### src/rtl/sa_pkg.sv
package sa_pkg;
  localparam int unsigned NAR_GRP    = 3;
  localparam int unsigned NAR_PER    = 4;
  localparam int unsigned NAR_W      = 28;
  localparam int unsigned WIDE_GRP   = 2;
  localparam int unsigned WIDE_PER   = 2;
  localparam int unsigned WIDE_W     = 34;

  localparam int unsigned NAR_CH     = NAR_GRP * NAR_PER;
  localparam int unsigned NUM_CH     = NAR_CH + WIDE_GRP * WIDE_PER;
  localparam int unsigned NUM_GRP    = NAR_GRP + WIDE_GRP;
  localparam int unsigned OUT_W      = WIDE_W;
  localparam int unsigned PAD_W      = OUT_W - NAR_W;
  localparam int unsigned CH_W       = $clog2(NUM_CH);
  localparam int unsigned NAR_SEL_W  = $clog2(NAR_PER);
  localparam int unsigned WIDE_SEL_W = $clog2(WIDE_PER);
  localparam int unsigned SLOT_W     = $clog2(NUM_CH + 1);

  // Strobes from control to datapath for the coming edge.
  typedef struct packed {
    logic               emit;
    logic               first;
    logic               last;
    logic [CH_W-1:0]    idx;
    logic [NUM_GRP-1:0] freeGrp;
    logic               busy;
  } strobe_t;

  function automatic int unsigned grpOf(int unsigned ch);
    if (ch < NAR_CH) return ch / NAR_PER;
    return NAR_GRP + (ch - NAR_CH) / WIDE_PER;
  endfunction

  function automatic int unsigned grpLast(int unsigned g);
    if (g < NAR_GRP) return g * NAR_PER + NAR_PER - 1;
    return NAR_CH + (g - NAR_GRP) * WIDE_PER + WIDE_PER - 1;
  endfunction
endpackage

### src/rtl/sa_ctrl.sv
module sa_ctrl
  import sa_pkg::*;
(
  input  logic    clk,
  input  logic    rst,
  input  logic    allArrived,
  output strobe_t stb
);
  logic              busy;
  logic [SLOT_W-1:0] slot;

  always_comb begin
    stb      = '0;
    stb.busy = busy;
    if (!busy) begin
      if (allArrived) begin
        stb.emit  = 1'b1;
        stb.first = 1'b1;
        stb.idx   = '0;
      end
    end else if (slot < SLOT_W'(NUM_CH)) begin
      stb.emit = 1'b1;
      stb.idx  = slot[CH_W-1:0];
      stb.last = (slot == SLOT_W'(NUM_CH - 1));
    end
    for (int g = 0; g < int'(NUM_GRP); g++) begin
      stb.freeGrp[g] = stb.emit && (stb.idx == CH_W'(grpLast(g)));
    end
  end

  always_ff @(posedge clk) begin
    if (rst) begin
      busy <= 1'b0;
      slot <= '0;
    end else if (!busy) begin
      if (allArrived) begin
        busy <= 1'b1;
        slot <= SLOT_W'(1);
      end
    end else if (slot == SLOT_W'(NUM_CH)) begin
      busy <= 1'b0;
      slot <= '0;
    end else begin
      slot <= slot + 1'b1;
    end
  end

  // while emitting, the slot counter stays within one packet
  assert_slot_range_R4: assert property (@(posedge clk) disable iff (rst)
    busy |-> (slot >= SLOT_W'(1) && slot <= SLOT_W'(NUM_CH)));

  // an emission only begins after every channel has arrived
  assert_start_needs_all_R3: assert property (@(posedge clk) disable iff (rst)
    $rose(busy) |-> $past(allArrived));
endmodule

### src/rtl/sa_datapath.sv
module sa_datapath
  import sa_pkg::*;
(
  input  logic                               clk,
  input  logic                               rst,
  input  logic [NAR_GRP-1:0]                 narValid,
  input  logic [NAR_GRP-1:0][NAR_SEL_W-1:0]  narChan,
  input  logic [NAR_GRP-1:0][NAR_W-1:0]      narData,
  input  logic [WIDE_GRP-1:0]                wideValid,
  input  logic [WIDE_GRP-1:0][WIDE_SEL_W-1:0] wideChan,
  input  logic [WIDE_GRP-1:0][WIDE_W-1:0]    wideData,
  input  strobe_t                            stb,
  output logic                               allArrived,
  output logic                               outValid,
  output logic                               outSop,
  output logic                               outEop,
  output logic [CH_W-1:0]                    outChan,
  output logic [OUT_W-1:0]                   outData,
  output logic                               overlapErr
);
  logic [OUT_W-1:0]  holdData [NUM_CH];
  logic [OUT_W-1:0]  wrData   [NUM_CH];
  logic [NUM_CH-1:0] holdFlag;
  logic [NUM_CH-1:0] wrEn;
  logic [NUM_CH-1:0] clrEn;
  logic [NUM_CH-1:0] clash;

  for (genvar ch = 0; ch < int'(NUM_CH); ch++) begin : g_ch
    localparam int unsigned GRP = grpOf(ch);
    if (ch < int'(NAR_CH)) begin : g_nar
      localparam int unsigned SUB = ch % NAR_PER;
      assign wrEn[ch]   = narValid[GRP] && (narChan[GRP] == NAR_SEL_W'(SUB));
      assign wrData[ch] = {narData[GRP], {PAD_W{1'b0}}};
    end else begin : g_wide
      localparam int unsigned WG  = GRP - NAR_GRP;
      localparam int unsigned SUB = (ch - NAR_CH) % WIDE_PER;
      assign wrEn[ch]   = wideValid[WG] && (wideChan[WG] == WIDE_SEL_W'(SUB));
      assign wrData[ch] = wideData[WG];
    end
    assign clrEn[ch] = stb.freeGrp[GRP];
    // a write into a channel still queued for the packet in flight
    assign clash[ch] = wrEn[ch] && stb.busy && holdFlag[ch] && !clrEn[ch];
  end

  // capture wins over release on the same edge
  always_ff @(posedge clk) begin
    for (int ch = 0; ch < int'(NUM_CH); ch++) begin
      if (rst) begin
        holdData[ch] <= '0;
        holdFlag[ch] <= 1'b0;
      end else if (wrEn[ch]) begin
        holdData[ch] <= wrData[ch];
        holdFlag[ch] <= 1'b1;
      end else if (clrEn[ch]) begin
        holdFlag[ch] <= 1'b0;
      end
    end
  end

  assign allArrived = &holdFlag;

  always_ff @(posedge clk) begin
    if (rst) begin
      outValid   <= 1'b0;
      outSop     <= 1'b0;
      outEop     <= 1'b0;
      outChan    <= '0;
      outData    <= '0;
      overlapErr <= 1'b0;
    end else begin
      outValid <= stb.emit;
      outSop   <= stb.first;
      outEop   <= stb.last;
      outChan  <= stb.emit ? stb.idx : '0;
      outData  <= stb.emit ? holdData[stb.idx] : '0;
      if (|clash) overlapErr <= 1'b1;
    end
  end

  assert_sop_on_first_R5: assert property (@(posedge clk) disable iff (rst)
    outSop |-> (outValid && outChan == '0));

  assert_eop_on_final_R5: assert property (@(posedge clk) disable iff (rst)
    outEop |-> (outValid && outChan == CH_W'(NUM_CH - 1)));

  assert_gap_after_eop_R5: assert property (@(posedge clk) disable iff (rst)
    outEop |=> !outValid);

  assert_idle_zero_R5: assert property (@(posedge clk) disable iff (rst)
    !outValid |-> (outChan == '0 && outData == '0));

  assert_chan_ascend_R4: assert property (@(posedge clk) disable iff (rst)
    (outValid && !outEop) |=> (outValid && outChan == $past(outChan) + 1'b1));

  assert_pad_zero_R6: assert property (@(posedge clk) disable iff (rst)
    (outValid && outChan < CH_W'(NAR_CH)) |-> (outData[PAD_W-1:0] == '0));

  assert_packet_opens_sop_R3: assert property (@(posedge clk) disable iff (rst)
    $rose(outValid) |-> outSop);

  assert_err_sticky_R9: assert property (@(posedge clk) disable iff (rst)
    overlapErr |=> overlapErr);
endmodule

### src/rtl/sample_aligner.sv
module sample_aligner
  import sa_pkg::*;
(
  input  logic                                clk,
  input  logic                                rst,
  input  logic [NAR_GRP-1:0]                  narValid,
  input  logic [NAR_GRP-1:0][NAR_SEL_W-1:0]   narChan,
  input  logic [NAR_GRP-1:0][NAR_W-1:0]       narData,
  input  logic [WIDE_GRP-1:0]                 wideValid,
  input  logic [WIDE_GRP-1:0][WIDE_SEL_W-1:0] wideChan,
  input  logic [WIDE_GRP-1:0][WIDE_W-1:0]     wideData,
  output logic                                outValid,
  output logic                                outSop,
  output logic                                outEop,
  output logic [CH_W-1:0]                     outChan,
  output logic [OUT_W-1:0]                    outData,
  output logic                                overlapErr
);
  strobe_t stb;
  logic    allArrived;

  sa_ctrl u_ctrl (
    .clk        (clk),
    .rst        (rst),
    .allArrived (allArrived),
    .stb        (stb)
  );

  sa_datapath u_dp (
    .clk        (clk),
    .rst        (rst),
    .narValid   (narValid),
    .narChan    (narChan),
    .narData    (narData),
    .wideValid  (wideValid),
    .wideChan   (wideChan),
    .wideData   (wideData),
    .stb        (stb),
    .allArrived (allArrived),
    .outValid   (outValid),
    .outSop     (outSop),
    .outEop     (outEop),
    .outChan    (outChan),
    .outData    (outData),
    .overlapErr (overlapErr)
  );
endmodule

### config.mk
export PLATFORM = sky130hd
export DESIGN_NAME = sample_aligner
export DESIGN_NICKNAME = d
export VERILOG_FILES = /design/src/rtl/sa_pkg.sv /design/src/rtl/sa_ctrl.sv /design/src/rtl/sa_datapath.sv /design/src/rtl/sample_aligner.sv
export SDC_FILE = /design/constraint.sdc
export NUM_CORES = 1
export LEC_CHECK = 0
export ABC_AREA = 1
export BUFFER_PORTS_ARGS = -buffer_cell sky130_fd_sc_hd__buf_2
export CAP_MARGIN = 25
export CORE_ASPECT_RATIO = 1.5
export CORE_MARGIN = 2
export CORE_UTILIZATION = 54
export DETAILED_ROUTE_END_ITERATION = 10
export GPL_TIMING_DRIVEN = 0
export PLACE_DENSITY = 0.88
export SKIP_CTS_REPAIR_TIMING = 1
export SYNTH_ARGS = -nofsm -noshare
export SYNTH_HDL_FRONTEND = slang
export SYNTH_SLANG_ARGS = --single-unit
### constraint.sdc
create_clock -name clk -period 3.2 [get_ports clk]
set_clock_uncertainty 0.2 [all_clocks]
set_input_delay 0.16 -clock clk [delete_from_list [all_inputs] [get_ports clk]]
set_output_delay 0.16 -clock clk [all_outputs]
set_load 0.03 [all_outputs]
Word level (Yosys, flattened, before mapping)
Memories as Yosys holds them, arrays and structs flattened. A register that Yosys moved wholly into a read port is not among the register bits.
Cells that the tools add are included.

word-level totals
  bits in registers = 30
  memory bits (writable) = 544
  input port bits = 167
  word-level logic and storage cells = 260
  memories kept = 1

cells by class
  add/sub/neg operators = 1
  $lt $le $gt $ge = 1
  eq/ne operators = 16
  multiplexer cells = 98
  bitwise logic cells = 21
  reduce and logical (&&, ||, !) cells = 99

memory list
  memory         words  width  read ports  clocked after Yosys merged registers in  write ports  RTL line           source
  u_dp.holdData  16     34     1           1                                        16           sa_datapath.sv:21  logic [OUT_W-1:0] holdData [NUM_CH];

operators with widths
  cell                   number
  $mux W34               16
  $mux W1                76
  $logic_and A1 B1 Y1    69
  $reduce_bool A2 Y1     17
  $or A1 B1 Y1           16
  $reduce_and A16 Y1     1
  $reduce_or A16 Y1      1
  $mux W5                3
  $eq A2 B2 Y1 const B   6
  $eq A4 B4 Y1 const B   3
  $mux W4                2
  $eq A2 B1 Y1 const B   3
  $logic_not A2 Y1       3
  $add A5 B1 Y5 const B  1
  $eq A5 B4 Y1 const B   1
  $eq A5 B5 Y1 const B   1
  $logic_not A1 Y1       5
  $lt A5 B5 Y1 const B   1
  $not A1 Y1             5
  $eq A4 B2 Y1 const B   1
  $eq A4 B3 Y1 const B   1
  $reduce_or A2 Y1       2
  $reduce_or A3 Y1       1
  $mux W2                1

Depth between registers and ports, before layout
  depth in word-level cells = 8
  mapped depth = 13

Hierarchy
A second synthesis with hierarchy kept.

second synthesis, totals
  cell total of the unflattened synthesis = 2520
  area, all modules = 23867.9 um2

by module, submodules not included
  module       instances  cells each  area each (um2)  sequential area each (um2)
  sa_datapath  1          2459        23462.5          15334.7
  sa_ctrl      1          61          405.4            120.1

Worst setup path before layout
Ideal clock, no wire load.

  kind = input to register
  from = in wideValid[0]
  to = mem u_dp.holdData[12][0] in the netlist's numbering, enable pin
  arrival time = 2617 ps
  required time = 2528 ps
  slack = -89 ps
  stages = 2
  path through = inv_1 o21ai_0

RTL lines
  item             RTL line             source
  start, declared  sample_aligner.sv:9  input logic [WIDE_GRP-1:0] wideValid,
  end, declared    sa_datapath.sv:21

Worst setup path after layout
  from = reg u_ctrl.slot[0]
  to = reg u_dp.outData[8] (read register of u_dp.holdData)

on the way
  word-level cells in the longest chain between the ends = 5

RTL lines
  item                        RTL line           source
  start, declared             sa_ctrl.sv:10      logic [SLOT_W-1:0] slot;
  start signal, assigned      sa_ctrl.sv:44      slot <= slot + 1'b1;
  $lt A5 B5 Y1                sa_ctrl.sv:21      end else if (slot < SLOT_W'(NUM_CH)) begin
  $mux W1                     sa_ctrl.sv:21
  $mux W1                     sa_ctrl.sv:15      if (!busy) begin
  $not A1 Y1 (no line)        n/a
  $reduce_or A2 Y1 (no line)  n/a
  end, declared               sa_datapath.sv:18  output logic [OUT_W-1:0] outData,

Parallel ways exist; a longest one is shown, timed or not.
A chain may end at the register's enable or synchronous reset.

==> impl_table.tex <==
\begin{tabular}{lr}
\hline
Metric & Value \\
\hline
\multicolumn{2}{l}{\textbf{Power and ir drop}} \\
\quad Clock network fraction of total power & between 30\% and 40\% \\
\quad Reg power frac & between 50\% and 60\% \\
\quad Share of total power in combinational logic & under 10\% \\
\quad Pwr dens & between 500 and 600 mW/mm² \\
\quad Sw Share & 23.4\% \\
\quad Reported leakage power & between 0.01 and 0.015 µW \\
\quad Net load switching power & between 3000 and 4000 µW \\
\quad Internal power consumption & 11500 µW \\
\quad Maximum VDD drop & 0.493 mV \\
\multicolumn{2}{l}{\textbf{Run status}} \\
\quad Failing checks & negative hold slack \\
\quad Run status & finished with violations \\
\multicolumn{2}{l}{\textbf{Timing}} \\
\quad Pins Over Slew Limit & 0 \\
\quad Final period util & between 90\% and 100\% \\
\quad Final sum of negative setup slack & 0 ns \\
\quad Minimum hold slack & -0.0120 ns \\
\quad Transition at the pin with the smallest max-transition slack & between 1 and 1.5 ns \\
\quad Unrepaired setup endpoints after global routing & no \\
\quad Post-layout min period & 3.00 ns \\
\quad Final setup violation count & 0 \\
\quad Final hold viol count & 1 \\
\quad Rel. slew slack & between 30\% and 40\% \\
\quad Highest clock rate & 333 MHz \\
\multicolumn{2}{l}{\textbf{Synthesis}} \\
\quad Yosys cell types & 31 \\
\quad Largest area contributor in the synthesized netlist & sky130\_fd\_sc\_hd\_\_edfxtp\_1 \\
\quad Most instantiated flip-flop cell in the synthesis netlist & sky130\_fd\_sc\_hd\_\_edfxtp\_1 \\
\quad Most repeated cell in the gate-level netlist after synthesis & sky130\_fd\_sc\_hd\_\_nor2\_1 \\
\quad Synthesized net count & 2814 \\
\quad Area fraction of the dominant cell type after synthesis & 58.3\% \\
\quad Async SR Flop Fraction & 0\% \\
\quad Synthesized area per cell & approximately 9.2 µm² \\
\quad Netlist Area Pre-Place & 0.0243 mm² \\
\quad Top cells by area, synth & sky130\_fd\_sc\_hd\_\_edfxtp\_1, sky130\_fd\_sc\_hd\_\_nor2\_1, sky130\_fd\_sc\_hd\_\_nand2\_1 \\
\quad Gate Count Post-Synth & between 2000 and 3000 \\
\quad Total of warnings raised by yosys & 0 \\
\quad Number of synthesized register bits & between 500 and 600 \\
\quad Sequential element share of the synthesized area & between 60 and 70\% \\
\quad Top cells by instance count after synthesis & sky130\_fd\_sc\_hd\_\_nor2\_1, sky130\_fd\_sc\_hd\_\_edfxtp\_1, sky130\_fd\_sc\_hd\_\_nand2\_1, sky130\_fd\_sc\_hd\_\_inv\_1, sky130\_fd\_sc\_hd\_\_nand3\_1 \\
\quad Number of flops mapped to enable cells by yosys & about 470 \\
\multicolumn{2}{l}{\textbf{Die}} \\
\quad Top-level I/O count & approximately 210 \\
\quad Initial standard-cell utilization of the core & between 50\% and 60\% \\
\quad Area of the placeable core & around 0.045 mm² \\
\quad Vertical die dimension & between 200 and 300 µm \\
\quad Die Span X & $\sim$180 µm \\
\quad Die outline area & around 0.047 mm² \\
\quad Std cell rows & 95 \\
\multicolumn{2}{l}{\textbf{Placed design}} \\
\quad Placed instance count & 3440 \\
\quad Instance area at placement & around 0.026 mm² \\
\quad Number of port buffers & a little over 200 \\
\quad Routability cong. & between 1 and 1.5 \\
\quad HPWL reported at the end of detailed placement & between 50 and 60 mm \\
\multicolumn{2}{l}{\textbf{Cells and area}} \\
\quad Number of standard cells in the layout, taps in and fillers out & roughly 3700 \\
\quad Number of nets at the end of the flow & about 3200 \\
\quad Layout cell share with drive strength beyond 1 & between 10\% and 20\% \\
\quad Filler Cell Count & roughly 3300 \\
\quad Area growth from synthesis to final layout & 20.7\% \\
\quad Final cell area excluding filler cells & 0.0294 mm² \\
\quad Post-Route Utilization & between 60\% and 70\% \\
\multicolumn{2}{l}{\textbf{Worst setup path}} \\
\quad Path type of the worst setup path & register to register \\
\quad Worst path required time & around 3.5 ns \\
\quad Setup crit start kind & register \\
\quad Worst Path Arrival & 3.29 ns \\
\quad Crit path capture type & register \\
\quad Critical-path maximum fanout & 10 \\
\multicolumn{2}{l}{\textbf{Worst hold path}} \\
\quad Hold Path Class & primary input to register \\
\multicolumn{2}{l}{\textbf{Route}} \\
\quad First-pass DRT Iterations & 7 \\
\quad Via density & roughly 5.7 \\
\quad Detail Route Antenna Nets & 0 \\
\quad DR vias & 21100 \\
\quad Initial detailed-routing violation count & 3208 \\
\quad Post-route DRC & 0 \\
\quad Overall routed net length & $\sim$83 mm \\
\quad Wire length per cell & 22.6 µm \\
\multicolumn{2}{l}{\textbf{Clock network}} \\
\quad \# H-tree levels & 2 \\
\quad Number of buffers on the longest clock path & 3 \\
\quad CTS buffer count & 47 \\
\quad Root buffer cell & sky130\_fd\_sc\_hd\_\_clkbuf\_16 \\
\quad Clock-pin slew reported for the worst setup and hold paths after clock tree synthesis & 0.08 ns \\
\quad Clock latency at the later pin of the worst-skew pair & 0.59 ns \\
\quad TritonCTS clock tree & yes \\
\quad Clock sinks & roughly 540 \\
\multicolumn{2}{l}{\textbf{Flow run}} \\
\quad Number of violations of the max-capacitance limit & 0 \\
\multicolumn{2}{l}{\textbf{Global routing}} \\
\quad Global-route wire length before repair & between 100 and 150 mm \\
\quad Global-route usage over all layers & between 30 and 40\% \\
\quad Total grt overflow & 0 \\
\quad Number of global-route vias before repair & 19200 \\
\quad Maximum number of pins on one net before global-route repair & 35 \\
\quad Antenna violations before repair & 4 \\
\hline
\end{tabular}
worst paths after layout:
kind	from	end	slack, ns	cells past startpoint
setup reg to reg	u_ctrl.slot[0]	u_dp.outData[8]	0.20	8
hold reg to reg	u_dp.holdFlag[13]	u_dp.holdFlag[13]	0.30	2
hold / removal	wideValid[0]	u_dp.holdData[12][10]	-0.01	3
setup / recovery	u_ctrl.slot[0]	u_dp.outData[8]	0.20	8
state kept, by name (all words and copies together), names as in the netlist:
| signal | cells |
|---|---|
| u_dp.outEop | 1 |
| u_ctrl.slot | 5 |
| u_dp.holdFlag | 16 |
| u_dp.overlapErr | 1 |
| u_dp.outSop | 1 |
| u_dp.outData | 34 |
| u_ctrl.busy | 1 |
| u_dp.outChan | 4 |
| u_dp.outValid | 1 |
| u_dp.holdData | 472 |
logic make-up after synthesis:
group / synth area share (%)
xor gates and xnor gates: 0.0360
and+or+nand+nor: 21.3
adders and majority gates: 0.154
buffers and inverters: 9.03
AOI/OAI and AO/OA: 5.89
DFF: 63.6
power by group through the flow:
stage | Sequential (µW) | Combinational [µW] | Clock (µW)
finish | 8250 | 1230 | 5580
global route | 8280 | 1310 | 5720
CTS | 8240 | 1020 | 5470
detailed placement | 8380 | 1000 | 0
global placement | 8370 | 931 | 0
floorplan | 8340 | 555 | 0
placed cells by master (no fill, tap or decap), drive strengths merged, types with 5 or more instances in the layout:
master | synthesis | routed
o21bai | 5 | 5
buf | 110 | 324
o211ai | 30 | 30
or2 | 7 | 7
edfxtp | 472 | 472
nand3 | 116 | 116
inv | 382 | 382
clkinv | 2 | 17
nor3 | 6 | 6
clkbuf | 35 | 102
dlygate4sd3 | 0 | 156
o31ai | 7 | 7
nor2 | 705 | 705
nand2 | 458 | 458
a21oi | 10 | 10
nand4 | 18 | 18
dfxtp | 64 | 64
o21ai | 209 | 209
routing by layer:
metal,wire (µm),up-vias,GRT usage [%]
met4,7920,2,24.3
met2,40000,1717,55.4
met5,18,-,0
li1,-,9261,-
met1,25900,9639,37.5
met3,9390,452,6.04
per-stage QoR:
stage / hold slack [ns] / worst slack (ns) / total power (µW)
2_1_floorplan: 0.180 / 0.0439 / 8900
3_3_place_gp: 0.269 / -1.49 / 9300
3_5_place_dp: 0.271 / 0.0519 / 9390
4_1_cts: -0.315 / 0.356 / 14700
5_1_grt: 0.0215 / 0.238 / 15300
6_report: -0.0120 / 0.197 / 15100
cell type report:
cell class	instances	area, µm²	share of cell area (%)
plain buffers	145	754	2.57
clock buffers	67	1340	4.55
flip-flops and latches	536	15500	52.6
clock inverters	18	123	0.418
well taps	582	728	2.48
repair buffers	370	2790	9.51
inverters	384	1440	4.91
diodes	1	2.50	0.00852
multi-input cells	1579	6730	22.9
worst max-delay path, cell delays in order, from the launching register on:
cell and delay [ns]:
sky130_fd_sc_hd__dfxtp_1 0.59, sky130_fd_sc_hd__buf_4 0.32, sky130_fd_sc_hd__clkbuf_1 0.68, sky130_fd_sc_hd__o21ai_0 0.26, sky130_fd_sc_hd__o21ai_1 0.32, sky130_fd_sc_hd__nand2_1 0.20, sky130_fd_sc_hd__nand2_1 0.11, sky130_fd_sc_hd__nor2_1 0.04
sky130_fd_sc_hd__nor2_1 0.18
Power figures use the tool's default switching activity.
